**src/rtl/nl_accum_pkg.sv**
```systemverilog
// Shared constants and pure functions for the nonlinear core accumulator.
// Assumes the state is at least 12 bits wide, so that all three zones exist.
package nl_accum_pkg;

    localparam int SBOX_W = 5;
    localparam int MIX_W  = 5;
    localparam int IN_W   = SBOX_W + MIX_W;
    localparam int LOOK_W = 5;   // widest nonlinear look-ahead

    // 5-bit bijection: odd-multiplier affine map mod 32, then a chi layer (odd width)
    function automatic logic [SBOX_W-1:0] sbox5(input logic [SBOX_W-1:0] x);
        logic [SBOX_W-1:0] y;
        logic [SBOX_W-1:0] z;
        y = x * 5'd13 + 5'd5;
        for (int k = 0; k < SBOX_W; k++) begin
            z[k] = y[k] ^ (~y[(k + 1) % SBOX_W] & y[(k + 2) % SBOX_W]);
        end
        return z;
    endfunction

    // 4-input nonlinear term for the input-mixing zone
    function automatic logic nl4(input logic a, input logic b, input logic c, input logic e);
        return (a & b) ^ (c | e);
    endfunction

    // 5-input nonlinear term for the general zone
    function automatic logic nl5(input logic a, input logic b, input logic c,
                                 input logic e, input logic f);
        return (a & b) ^ (c | e) ^ (e & f);
    endfunction

    // Destination bit of pre-shuffle bit i
    function automatic int perm_dst(input int i, input int w, input int step);
        return (i * step) % w;
    endfunction

endpackage

```
**src/rtl/nl_accum_subst.sv**
```systemverilog
// Substitution layer: applies the three zone rules to every state bit at once.
// Each nonlinear term reads only higher-index bits; reads past the top return PAD.
// Assumes W >= 12.
module nl_accum_subst
    import nl_accum_pkg::*;
#(
    parameter int   W   = 83,
    parameter logic PAD = 1'b1
) (
    input  logic [W-1:0]    state_i,
    input  logic [IN_W-1:0] din_i,
    output logic [W-1:0]    sub_o
);

    localparam int EXT_W = W + LOOK_W;

    logic [EXT_W-1:0] ext;

    // Extend the state with pad bits so that top look-ahead reads are defined
    assign ext = {{LOOK_W{PAD}}, state_i};

    // Substitution zone: bijective 5-bit box plus the low input bits
    assign sub_o[SBOX_W-1:0] = sbox5(state_i[SBOX_W-1:0]) ^ din_i[SBOX_W-1:0];

    // Input-mixing zone: upper input bits plus a 4-input term
    for (genvar i = SBOX_W; i < IN_W; i++) begin : g_mix
        assign sub_o[i] = state_i[i] ^ din_i[i]
                        ^ nl4(ext[i+1], ext[i+2], ext[i+3], ext[i+4]);
    end

    // General zone: a 5-input term from the next higher bits
    for (genvar i = IN_W; i < W; i++) begin : g_gen
        assign sub_o[i] = state_i[i]
                        ^ nl5(ext[i+1], ext[i+2], ext[i+3], ext[i+4], ext[i+5]);
    end

endmodule

```
**src/rtl/nl_accum_perm.sv**
```systemverilog
// Fixed bit shuffle: bit i moves to (i*STEP) mod W.
// Assumes STEP is coprime with W, so each output bit has exactly one driver.
module nl_accum_perm
    import nl_accum_pkg::*;
#(
    parameter int W    = 83,
    parameter int STEP = 17
) (
    input  logic [W-1:0] sub_i,
    output logic [W-1:0] perm_o
);

    // One wire per bit, placed by the stride rule
    for (genvar i = 0; i < W; i++) begin : g_bit
        assign perm_o[perm_dst(i, W, STEP)] = sub_i[i];
    end

endmodule

```
**src/rtl/nl_accum_round.sv**
```systemverilog
// One full combinational round: the substitution layer followed by the bit shuffle.
// Purely combinational; the caller registers the result.
module nl_accum_round
    import nl_accum_pkg::*;
#(
    parameter int   W    = 83,
    parameter int   STEP = 17,
    parameter logic PAD  = 1'b1
) (
    input  logic [W-1:0]    state_i,
    input  logic [IN_W-1:0] din_i,
    output logic [W-1:0]    sub_o,
    output logic [W-1:0]    next_o
);

    nl_accum_subst #(.W(W), .PAD(PAD)) u_subst (
        .state_i (state_i),
        .din_i   (din_i),
        .sub_o   (sub_o)
    );

    nl_accum_perm #(.W(W), .STEP(STEP)) u_perm (
        .sub_i  (sub_o),
        .perm_o (next_o)
    );

endmodule

```
**src/rtl/nl_accum.sv**
```systemverilog
// Nonlinear core accumulator: a state register advanced by one bijective round
// per enabled clock. Ciphertext feedback is folded into the low input bits in
// authenticated mode. Assumes FB_W <= 10, W >= 12 and gcd(W, STEP) == 1.
module nl_accum
    import nl_accum_pkg::*;
#(
    parameter int           W    = 83,
    parameter int           STEP = 17,
    parameter int           FB_W = 10,
    parameter logic         PAD  = 1'b1,
    parameter logic [W-1:0] INIT = '0
) (
    input  logic            clk,
    input  logic            rst_n,
    input  logic            en,
    input  logic [IN_W-1:0] din,
    input  logic            auth_en,
    input  logic [FB_W-1:0] ct_fb,
    output logic [W-1:0]    state
);

    logic [IN_W-1:0] fb_ext;
    logic [IN_W-1:0] din_eff;
    logic [W-1:0]    state_q;
    logic [W-1:0]    sub_w;
    logic [W-1:0]    nxt_w;

    // Zero-extend the feedback bus to the input word width
    assign fb_ext = IN_W'(ct_fb);

    // Effective input word: feedback folded in only in authenticated mode
    always_comb begin
        din_eff = din;
        if (auth_en) begin
            din_eff = din ^ fb_ext;
        end
    end

    nl_accum_round #(.W(W), .STEP(STEP), .PAD(PAD)) u_round (
        .state_i (state_q),
        .din_i   (din_eff),
        .sub_o   (sub_w),
        .next_o  (nxt_w)
    );

    // State register: synchronous reset, otherwise advance when enabled
    always_ff @(posedge clk) begin
        if (!rst_n) begin
            state_q <= INIT;
        end else if (en) begin
            state_q <= nxt_w;
        end
    end

    assign state = state_q;

endmodule

```
**config.mk**
```make
export PLATFORM = sky130hd
export DESIGN_NAME = nl_accum
export DESIGN_NICKNAME = d
export VERILOG_FILES = /design/src/rtl/nl_accum_pkg.sv /design/src/rtl/nl_accum_subst.sv /design/src/rtl/nl_accum_perm.sv /design/src/rtl/nl_accum_round.sv /design/src/rtl/nl_accum.sv
export SDC_FILE = /design/constraint.sdc
export NUM_CORES = 1
export LEC_CHECK = 0
export ABC_AREA = 1
export BUFFER_PORTS_ARGS = -buffer_cell sky130_fd_sc_hd__buf_4
export CAP_MARGIN = 20
export CORE_MARGIN = 2
export CORE_UTILIZATION = 56
export CTS_CLUSTER_DIAMETER = 30
export CTS_CLUSTER_SIZE = 16
export DETAILED_ROUTE_END_ITERATION = 10
export PLACE_DENSITY = 0.78
export REMOVE_ABC_BUFFERS = 1
export SLEW_MARGIN = 30
export SYNTH_ARGS = -nofsm -noshare
export SYNTH_HDL_FRONTEND = slang
export SYNTH_SLANG_ARGS = --single-unit
```
**constraint.sdc**
```tcl
create_clock -name clk -period 2.7 [get_ports clk]
set_input_delay 0.54 -clock clk [delete_from_list [all_inputs] [get_ports clk]]
set_output_delay 0.54 -clock clk [all_outputs]
set_load 0.01 [all_outputs]
```
==> impl_metrics.tcl <==
set metrics [dict create \
    hpwl_um 10580 \
    yosys_warnings 0 \
    gp_congestion 0.8700 \
    postSynthCellCount 704 \
    clk_latency_ns 0.36 \
    critPathSlowestCell "dfxtp_1" \
    path_max_fanout 6 \
    post-place-ws_ns 0.2646 \
    cts_root_buf "clkbuf_8" \
    avgRoutedWirePerCell_um 15.19 \
    core_um2 9240 \
    tritoncts "yes" \
    dp.cells 918 \
    clock.fmax_mhz 403.0 \
    postCtsSetupBuffers 0 \
    critPathLaunch "state[1]$_SDFFE_PN0P_" \
    worstHoldPathCells 3 \
    final_common_cell "o21ai_0" \
    routed_wl_um 14180 \
    reg2reg_depth 17 \
    finalHoldViolCount 0 \
    fin_crit_ns 2.481 \
    synthMuxAreaShare 0 \
    synth-simple-area-share 0.1106 \
    fin_cells 934 \
    fp-row-count 35 \
    drtIter0Drc 213 \
    finalCritPeriodShare 0.9190 \
    setup_viol 0 \
    slowest_delay_ns 0.43 \
    tightest_slew_ns 0.4339 \
    die_w_um 101.4 \
    synth_fa_ha_area_frac 0.01647 \
    clock_sinks 83 \
    grt_usage 0.2808 \
    boundaryPins 107 \
    htreeDepth 3 \
    initial_core_util 0.5755 \
    rsz0062_at_grt "no" \
    ys_ff_latch 83 \
    finalPower_mw 4.477 \
    syn_avg_cell_area_um2 7.553 \
    die_area_um2 10290 \
    critPathLaunchType "flip-flop" \
    leakagePower_nw 2.698 \
    synth-xor-area-share 0.2896 \
    place_area_um2 6187 \
    antenna_found_initial 0 \
    required_ns 2.96 \
    critPathTopFamily "simple AND/OR/NAND/NOR gates" \
    largest_reg_flops 83 \
    min-delay-start "rst_n" \
    numPortBuffers 106 \
    final.setup.tns_ns 0 \
    vias_per_cell 5.439 \
    grt_pass1_vias 4745 \
    setup_ws_ns 0.2188 \
    vias 5080 \
    endpoint_kind "flip-flop" \
    cts_buffers 9 \
    max_cap_viol_count 0 \
    ctsResizeCount 0 \
    area_delta_synth_final_pct 20.42 \
    vdd_drop_max_v 0.0004377 \
    ant_nets 0 \
    final_area_um2 6404 \
    hold_buffers 0 \
    arrival_ns 2.74 \
    synth_top_family_by_area "XOR/XNOR gates" \
    clockBufferDepth 2 \
    drc 0 \
    path_cells "inv_2 -> ha_1 -> xnor2_1 -> xor2_1 -> ha_1 -> nand3_1 -> nand2_2 -> inv_1 -> nand2_1 -> nand2_1 -> nand2_2 -> nand2_2 -> nand2_1 -> nand2_1 -> nand3_1 -> nand2_1 -> inv_1" \
    chipHeight_um 101.4 \
    grt_max_degree 46 \
    nNetsFinal 831 \
    globalRouteOverflowTotal 0 \
    path_common_cell "nand2_1" \
    crit_type "flip-flop to flip-flop" \
    hold_class "input pin to flip-flop" \
    grt_pass1_wl_um 22800 \
    maxSlewHeadroom 0.7090 \
    synth_compound_area_frac 0.2191 \
    final_layout_size_suffix_gt1_frac 0.1776 \
    crit_cells 17 \
    critPathBufInv 3 \
    synth_cell_type_count 25 \
    seq_area_frac_synth 0.3125 \
    final_cell_mix "o21ai_0, buf_4, nand2_1" \
    p_per_area_nw_per_um2 699.2 \
    status "complete, no violations" \
    synth.cell_area_um2 5318 \
    r2r_start "state[1]$_SDFFE_PN0P_" \
    diodes 0 \
    slew_violations 0 \
    clock_skew_ns 0.01715 \
    clk_pin_slew_ns 0.10 \
    dr.pass1.iters 4 \
]
cells in the mapped netlist:
cell | instances | area, um2
ha_1 | 7 | 87.58
a21oi_1 | 80 | 400.4
nand2_2 | 7 | 43.79
xnor2_2 | 1 | 16.27
nor2_2 | 2 | 12.51
nand2_1 | 109 | 409.1
nand2_4 | 3 | 33.78
a31oi_1 | 1 | 6.260
clkinv_1 | 1 | 3.750
or2_1 | 1 | 6.260
dfxtp_1 | 83 | 1662
buf_2 | 7 | 35.03
inv_1 | 35 | 131.4
inv_2 | 4 | 15.01
nand3_1 | 7 | 35.03
buf_6 | 1 | 11.26
nor2_1 | 11 | 41.29
o21ai_0 | 149 | 745.7
nand4_1 | 1 | 6.260
buf_4 | 3 | 22.52
xor2_1 | 92 | 805.8
o21ai_1 | 1 | 5.000
o211ai_1 | 1 | 7.510
clkbuf_1 | 15 | 56.30
xnor2_1 | 82 | 718.2
where the power goes:
group	total (mW)	switching, mW	internal (mW)	leakage, nW
Combinational	1.75	0.942	0.807	1.91
Sequential	1.73	0.334	1.40	0.690
Clock	0.997	0.474	0.523	0.103
Total	4.48	1.75	2.73	2.70
kinds of logic after synthesis:
kind of cell / Yosys count
AO/OA/AOI/OAI: 232
flip-flops: 83
XOR/XNOR: 175
AND/OR/NAND/NOR: 141
adder cells (fa/ha/maj): 7
buffers and inverters: 66
routing by layer:
layer	routed length (um)	global-route usage	vias to the layer above
li1	-	-	2509
met3	899	0.04624	24
met5	0	0	-
met2	6693	0.4620	166
met1	6287	0.3692	2381
met4	302	0.1102	0
layout make-up:
class,instances,area [um2]
fillers,782,2836
inverters,40,150.1
clock buffers,10,127.6
flip-flops and latches,83,1662
multi-input cells,555,3381
clock inverters,6,88.84
well taps,129,161.4
repair buffers,111,833.3
tightest hold or removal path: stages:
cell and delay, ns:
buf_4 0.20, o21ai_0 0.11, a21oi_1 0.05
stage by stage:
stage          hold WS [ns]    util
3_3_place_gp         0.5514  0.6696
6_report             0.5769  0.6930
5_1_grt              0.5988  0.6930
4_1_cts              0.5779  0.6930
2_1_floorplan        0.5373       -
3_5_place_dp         0.5630  0.6696
path summary, 6_finish.rpt:
kind                            end  slack, ns
min          state[77]$_SDFFE_PN0P_       0.58
max reg2reg  state[51]$_SDFFE_PN0P_       0.22
max          state[51]$_SDFFE_PN0P_       0.22
min reg2reg  state[66]$_SDFFE_PN0P_       0.58
No activity file was read; power rests on OpenSTA's default activity.
